### src/rtl/pcm_tx_pkg.sv
package pcm_tx_pkg;

  // Frame positions: up to two 32-cycle slots
  localparam int POS_W = 6;

  typedef enum logic [1:0] {
    PREC_16 = 2'd0,
    PREC_18 = 2'd1,
    PREC_20 = 2'd2,
    PREC_24 = 2'd3
  } prec_e;

  typedef struct packed {
    prec_e prec;
    logic  lsb_first;
    logic  slot32;
    logic  right_just;
    logic  delay1;
    logic  bclk_pol;
  } fmt_t;

  function automatic logic [POS_W-1:0] prec_len(input prec_e p);
    logic [POS_W-1:0] n;
    case (p)
      PREC_18: n = POS_W'(18);
      PREC_20: n = POS_W'(20);
      PREC_24: n = POS_W'(24);
      default: n = POS_W'(16);
    endcase
    return n;
  endfunction

  // Short slots hold only 16-bit words and carry no delay bit
  function automatic fmt_t fmt_legalize(input fmt_t f);
    fmt_t g;
    g = f;
    if (!g.slot32) begin
      g.prec   = PREC_16;
      g.delay1 = 1'b0;
    end
    return g;
  endfunction

endpackage

### src/rtl/pcm_tx_bitclk.sv
module pcm_tx_bitclk #(
  parameter int DIV_W = 8
) (
  input  logic             clk,
  input  logic             rst_n,
  input  logic [DIV_W-1:0] half_div,
  output logic             phase,
  output logic             bit_tick
);

  logic [DIV_W-1:0] cnt_q, cnt_d;
  logic             ph_q, ph_d;
  logic             wrap;

  always_comb begin
    wrap     = (cnt_q >= half_div);
    cnt_d    = wrap ? '0 : cnt_q + 1'b1;
    ph_d     = wrap ? ~ph_q : ph_q;
    bit_tick = wrap && ph_q;
  end

  always_ff @(posedge clk or negedge rst_n) begin
    if (!rst_n) begin
      cnt_q <= '0;
      ph_q  <= 1'b1;
    end else begin
      cnt_q <= cnt_d;
      ph_q  <= ph_d;
    end
  end

  assign phase = ph_q;


  ph_toggle_chk: assert property (@(posedge clk) disable iff (!rst_n)
    !$stable(ph_q) |-> $past(cnt_q >= half_div));

endmodule

### src/rtl/pcm_tx_sample_buf.sv
module pcm_tx_sample_buf #(
  parameter int SAMPLE_W = 24
) (
  input  logic                clk,
  input  logic                rst_n,
  input  logic                in_valid,
  input  logic [SAMPLE_W-1:0] in_left,
  input  logic [SAMPLE_W-1:0] in_right,
  input  logic                load,
  output logic                in_ready,
  output logic [SAMPLE_W-1:0] left_nx,
  output logic [SAMPLE_W-1:0] right_nx,
  output logic                underrun
);

  logic                hold_full_q, hold_full_d;
  logic [SAMPLE_W-1:0] hold_l_q, hold_r_q;
  logic [SAMPLE_W-1:0] cur_l_q, cur_r_q;
  logic                under_q, under_d;
  logic                accept, take, hold_en;

  always_comb begin
    accept      = in_valid && !hold_full_q;
    take        = load && hold_full_q;
    hold_en     = accept;
    hold_full_d = load ? accept : (hold_full_q || accept);
    under_d     = load ? !hold_full_q : under_q;
    left_nx     = take ? hold_l_q : cur_l_q;
    right_nx    = take ? hold_r_q : cur_r_q;
  end

  always_ff @(posedge clk or negedge rst_n) begin
    if (!rst_n) begin
      hold_full_q <= 1'b0;
      under_q     <= 1'b0;
    end else begin
      hold_full_q <= hold_full_d;
      under_q     <= under_d;
    end
  end

  always_ff @(posedge clk or negedge rst_n) begin
    if (!rst_n) begin
      hold_l_q <= '0;
      hold_r_q <= '0;
    end else if (hold_en) begin
      hold_l_q <= in_left;
      hold_r_q <= in_right;
    end
  end

  always_ff @(posedge clk or negedge rst_n) begin
    if (!rst_n) begin
      cur_l_q <= '0;
      cur_r_q <= '0;
    end else if (take) begin
      cur_l_q <= hold_l_q;
      cur_r_q <= hold_r_q;
    end
  end

  assign in_ready = !hold_full_q;
  assign underrun = under_q;


  ready_drop_chk: assert property (@(posedge clk) disable iff (!rst_n)
    (in_valid && in_ready) |=> !in_ready);


  underrun_at_load_chk: assert property (@(posedge clk) disable iff (!rst_n)
    !$stable(under_q) |-> $past(load));

endmodule

### src/rtl/pcm_tx_framer.sv
module pcm_tx_framer
  import pcm_tx_pkg::*;
#(
  parameter int SAMPLE_W = 24
) (
  input  logic                clk,
  input  logic                rst_n,
  input  logic                bit_tick,
  input  fmt_t                fmt_in,
  input  logic [SAMPLE_W-1:0] left_nx,
  input  logic [SAMPLE_W-1:0] right_nx,
  output logic                load,
  output logic                bclk_pol,
  output logic                wclk,
  output logic                sdata
);

  localparam int FRAME_MAX = 1 << POS_W;
  localparam int PAD_W     = FRAME_MAX - SAMPLE_W;
  localparam logic [POS_W-1:0] LAST16 = POS_W'(31);
  localparam logic [POS_W-1:0] LAST32 = POS_W'(63);
  localparam logic [POS_W-1:0] SLOT16 = POS_W'(16);
  localparam logic [POS_W-1:0] SLOT32 = POS_W'(32);

  fmt_t                 fmt_q, fmt_d;
  logic [POS_W-1:0]     pos_q, pos_d;
  logic [POS_W-1:0]     last_pos, slot_len, idx, off, rel, bsel, plen;
  logic                 wclk_q, wclk_d, sdata_q, sdata_d;
  logic                 right_half, in_win;
  logic [FRAME_MAX-1:0] word_pad;

  // Next-state: everything describes the bit that starts at this tick
  always_comb begin
    last_pos   = fmt_q.slot32 ? LAST32 : LAST16;
    load       = bit_tick && (pos_q >= last_pos);
    fmt_d      = load ? fmt_legalize(fmt_in) : fmt_q;
    pos_d      = load ? '0 : pos_q + 1'b1;
    slot_len   = fmt_d.slot32 ? SLOT32 : SLOT16;
    right_half = (pos_d >= slot_len);
    idx        = right_half ? pos_d - slot_len : pos_d;
    plen       = prec_len(fmt_d.prec);
    off        = fmt_d.right_just ? slot_len - plen
                                  : {{(POS_W-1){1'b0}}, fmt_d.delay1};
    rel        = idx - off;
    in_win     = (idx >= off) && (rel < plen);
    bsel       = fmt_d.lsb_first ? rel : plen - 1'b1 - rel;
    word_pad   = right_half ? {{PAD_W{1'b0}}, right_nx}
                            : {{PAD_W{1'b0}}, left_nx};
    wclk_d     = right_half;
    sdata_d    = in_win ? word_pad[bsel] : 1'b0;
  end

  always_ff @(posedge clk or negedge rst_n) begin
    if (!rst_n) begin
      pos_q   <= LAST16;
      fmt_q   <= '0;
      wclk_q  <= 1'b1;
      sdata_q <= 1'b0;
    end else if (bit_tick) begin
      pos_q   <= pos_d;
      fmt_q   <= fmt_d;
      wclk_q  <= wclk_d;
      sdata_q <= sdata_d;
    end
  end

  assign bclk_pol = fmt_q.bclk_pol;
  assign wclk     = wclk_q;
  assign sdata    = sdata_q;


  wclk_edge_chk: assert property (@(posedge clk) disable iff (!rst_n)
    !$stable(wclk_q) |-> $past(bit_tick));


  sdata_hold_chk: assert property (@(posedge clk) disable iff (!rst_n)
    !$past(bit_tick) |-> $stable(sdata_q));


  fmt_stable_chk: assert property (@(posedge clk) disable iff (!rst_n)
    !$past(load) |-> $stable(fmt_q));

endmodule

### src/rtl/pcm_serial_tx.sv
module pcm_serial_tx
  import pcm_tx_pkg::*;
#(
  parameter int SAMPLE_W = 24,
  parameter int DIV_W    = 8
) (
  input  logic                clk,
  input  logic                rst_n,
  input  logic [DIV_W-1:0]    cfg_div,
  input  logic [1:0]          cfg_prec,
  input  logic                cfg_lsb_first,
  input  logic                cfg_slot32,
  input  logic                cfg_right_just,
  input  logic                cfg_delay1,
  input  logic                cfg_bclk_pol,
  input  logic                in_valid,
  output logic                in_ready,
  input  logic [SAMPLE_W-1:0] in_left,
  input  logic [SAMPLE_W-1:0] in_right,
  output logic                bclk,
  output logic                wclk,
  output logic                sdata,
  output logic                underrun
);

  fmt_t                fmt_in;
  logic                phase, bit_tick, load, bclk_pol;
  logic [SAMPLE_W-1:0] left_nx, right_nx;

  always_comb begin
    fmt_in.prec       = prec_e'(cfg_prec);
    fmt_in.lsb_first  = cfg_lsb_first;
    fmt_in.slot32     = cfg_slot32;
    fmt_in.right_just = cfg_right_just;
    fmt_in.delay1     = cfg_delay1;
    fmt_in.bclk_pol   = cfg_bclk_pol;
  end

  pcm_tx_bitclk #(.DIV_W(DIV_W)) u_bitclk (
    .clk      (clk),
    .rst_n    (rst_n),
    .half_div (cfg_div),
    .phase    (phase),
    .bit_tick (bit_tick)
  );

  pcm_tx_sample_buf #(.SAMPLE_W(SAMPLE_W)) u_buf (
    .clk      (clk),
    .rst_n    (rst_n),
    .in_valid (in_valid),
    .in_left  (in_left),
    .in_right (in_right),
    .load     (load),
    .in_ready (in_ready),
    .left_nx  (left_nx),
    .right_nx (right_nx),
    .underrun (underrun)
  );

  pcm_tx_framer #(.SAMPLE_W(SAMPLE_W)) u_framer (
    .clk      (clk),
    .rst_n    (rst_n),
    .bit_tick (bit_tick),
    .fmt_in   (fmt_in),
    .left_nx  (left_nx),
    .right_nx (right_nx),
    .load     (load),
    .bclk_pol (bclk_pol),
    .wclk     (wclk),
    .sdata    (sdata)
  );

  // Raw phase is high in the half that ends with a data change
  assign bclk = phase ^ bclk_pol;

endmodule

### config.mk
export PLATFORM = sky130hd
export DESIGN_NAME = pcm_serial_tx
export DESIGN_NICKNAME = d
export VERILOG_FILES = /design/src/rtl/pcm_tx_pkg.sv /design/src/rtl/pcm_tx_bitclk.sv /design/src/rtl/pcm_tx_sample_buf.sv /design/src/rtl/pcm_tx_framer.sv /design/src/rtl/pcm_serial_tx.sv
export SDC_FILE = /design/constraint.sdc
export NUM_CORES = 1
export LEC_CHECK = 0
export ABC_CLOCK_PERIOD_IN_PS = 11300
export BUFFER_PORTS_ARGS = -buffer_cell sky130_fd_sc_hd__buf_2
export CORE_ASPECT_RATIO = 0.8
export CORE_MARGIN = 10
export CORE_UTILIZATION = 30
export CTS_CLUSTER_SIZE = 8
export DETAILED_ROUTE_END_ITERATION = 10
export GPL_TIMING_DRIVEN = 0
export MAX_ROUTING_LAYER = met4
export SLEW_MARGIN = 20
export SYNTH_ARGS = -nofsm -noshare
export SYNTH_HDL_FRONTEND = slang
export SYNTH_HIERARCHICAL = 1
export SYNTH_SLANG_ARGS = --single-unit
### constraint.sdc
create_clock -name clk -period 11.3 [get_ports clk]
set_input_delay 1.695 -clock clk [delete_from_list [all_inputs] [get_ports clk]]
set_output_delay 1.695 -clock clk [all_outputs]
set_load 0.03 [all_outputs]
==> results.ini <==
[outcome]
status=complete, no violations

[cts]
cts_buffers=17
cts_tree=yes
holdBufCountCts=0
clkSinkCount=122
cts_resized=0
cts_max_level=4
clockBufferDepth=2
cts_setup_buffers=0
root_buffer=clkbuf_16
clk_pin_slew_ps=60
clk-insertion-delay-late_ps=410

[hold_path]
hp-class=flip-flop to flip-flop

[critical_path]
arrival_ps=8170
cp_slowest_cell=o41ai_4
crit_required_ps=11560
path_max_fanout=11
crit_path_start_kind=input pin
reg2reg_slack_ps=4280
cpMostUsedCell=nand2_1
critPathMaxStageDelay_ps=580
worstSetupPathType=input pin to flip-flop
timing.critical_path.buf_inv=9
critPathTopFamily=buffers and inverters
end_kind=flip-flop

[final_layout]
regArea_um2=3060
area_growth_pct=20.1
fillers=2281
final_cell_mix=dfrtp_1, buf_2, mux2_2
multi_input_area_um2=3400
nNetsFinal=782
n_antenna_cell=0
drive_gt1_frac=0.309
layout_commonest_cell=dfrtp_1

[floorplanning]
die_area_um2=28900
std_cell_rows=49
ios=71
initial_core_util=0.302
die-width_um=188
core_um2=22300
fp.dieH_um=154

[timing]
rsz0062_at_grt=no
setup_tns_ps=0
setup_viol=0
fmax_mhz=126
timing.hold.ws_ps=459
fin_crit_ps=7910
maxSlewViolCount=0
hold_violations=0
slew_headroom=0.480
worst_clock_skew_ps=11.3
min_period_over_period=0.700
tightest_slew_ps=774

[drt]
postRouteAntennaNets=0
drtPass1Iterations=5
drtIter0Drc=372
drc=0
vias_per_cell=4.81
vias=4833
wl_per_cell_um=16.1
routed_wl_mm=16.2

[yosys]
yosysSeqAreaShare=0.454
synth_top_area_frac=0.426
ys_warn_count=6
netlist_instances=596
syn-num-nets=692
synthArstFlopShare=1.00
ys_top_cells_by_area=dfrtp_1, mux2_2, ha_1, mux2_1, mux2i_1
synth-seq-cells=122
synth_top_cell_by_area=dfrtp_1
avgSynthCellArea_um2=11.3
synth_flop_cell=dfrtp_1
synth_edf_count=0
yosysUniqueCellTypes=66
syn_area_um2=6750

[grt]
grt_pass1_vias=4846
overflow=0
grt_max_degree=68
grt_pass1_wl_mm=26.2
antenna_found_initial=0
grt_usage=0.115

[placement]
port_buffers=70
hpwlAfterDp_mm=12.0
routabilityCongestion=0.883

[power_and_ir_drop]
powerDensity_nw_per_um2=201
ir_drop_mv=0.128
p_leak_nw=3.94

[job]
drv_cap=0

final timing paths:
kind                       cells after the start              start                  to
max                                           26         cfg_div[0]      u_framer/sdata
min                                            2  u_framer/fmt_q[6]   u_framer/fmt_q[6]
max reg2reg                                   26  u_bitclk/cnt_q[0]      u_framer/sdata
min reg2reg                                    2  u_framer/fmt_q[6]   u_framer/fmt_q[6]
max in group asynchronous                      2              rst_n      u_bitclk/phase
min in group asynchronous                      1              rst_n  u_buf/hold_r_q[10]
sequential cells by signal, indices dropped and copies added (netlist names), 6 cells and up:
name            cells
u_buf/hold_l_q     24
u_buf/hold_r_q     24
u_buf/cur_l_q      24
u_buf/cur_r_q      24
u_framer/fmt_q      6
u_bitclk/cnt_q      8
u_framer/pos_q      6
Yosys cell counts (3+ instances only):
| cell type | count |
|---|---|
| and3_1 | 4 |
| or3_1 | 4 |
| a21oi_1 | 10 |
| o21a_1 | 4 |
| nand2_1 | 35 |
| xor2_1 | 11 |
| buf_6 | 3 |
| dfstp_2 | 7 |
| a2111oi_0 | 5 |
| nand2b_1 | 7 |
| o21ai_0 | 21 |
| xnor2_1 | 8 |
| nand4_1 | 3 |
| o32ai_1 | 3 |
| nand3_1 | 18 |
| o22a_1 | 4 |
| buf_2 | 15 |
| dfrtp_1 | 115 |
| mux2i_1 | 25 |
| buf_4 | 3 |
| inv_1 | 30 |
| mux4_1 | 3 |
| nor2_1 | 40 |
| clkbuf_1 | 8 |
| nor3_1 | 13 |
| nor4_1 | 10 |
| mux2_1 | 29 |
| ha_1 | 28 |
| nor2b_1 | 9 |
| mux2_2 | 74 |
worst reg2reg max path: cells and delay by family (launching register included):
family	cells	cell delay (ps)
flops	1	420
simple gates	8	1350
compound gates	5	1600
fa+ha+maj	4	1290
buf+inv	9	2220
logic make-up (layout without fill, tap and decap cells):
family                   Yosys count  after routing  share of synthesized area
XOR/XNOR                          19             19                     0.0247
AND/OR/NAND/NOR                  155            155                      0.115
adder cells (fa/ha/maj)           30             30                     0.0578
flip-flops                       122            122                      0.454
AO/OA/AOI/OAI                     75             75                     0.0816
multiplexers                     132            132                      0.224
buffers and inverters             63            166                     0.0434
layout make-up:
| cell class | instances | area share |
|---|---|---|
| clock inverters | 14 | 0.0182 |
| plain buffers | 32 | 0.0215 |
| clock buffers | 18 | 0.0542 |
| multi-input cells | 411 | 0.419 |
| inverters | 31 | 0.0147 |
| well taps | 306 | 0.0472 |
| flip-flops and latches | 122 | 0.378 |
| repair buffers | 71 | 0.0474 |
per-stage QoR:
stage | instances | total power [mW] | worst slack, ps | area (um^2) | utilization
after floorplan | 596 | 0.940 | 4460 | 6750 | -
after global placement | 972 | 1.08 | 2960 | 7480 | 0.335
after detailed placement | 973 | 1.09 | 2950 | 7520 | 0.337
after CTS | 1005 | 1.64 | 3370 | 8100 | 0.363
after global routing | 1005 | 1.73 | 2740 | 8100 | 0.363
final | 1005 | 1.63 | 3390 | 8100 | 0.363
power by group:
group          switching [mW]  internal (mW)
clock network           0.209          0.331
logic                   0.341          0.230
registers              0.0343          0.485
per-layer routing:
metal | vias to the layer above | wire length, um | GRT usage
met3 | 10 | 676 | 0.0226
met5 | - | 0 | -
met2 | 128 | 6980 | 0.163
met1 | 2361 | 8450 | 0.163
li1 | 2334 | - | -
met4 | 0 | 108 | 0.0323
(Power assumes the default switching activity.)
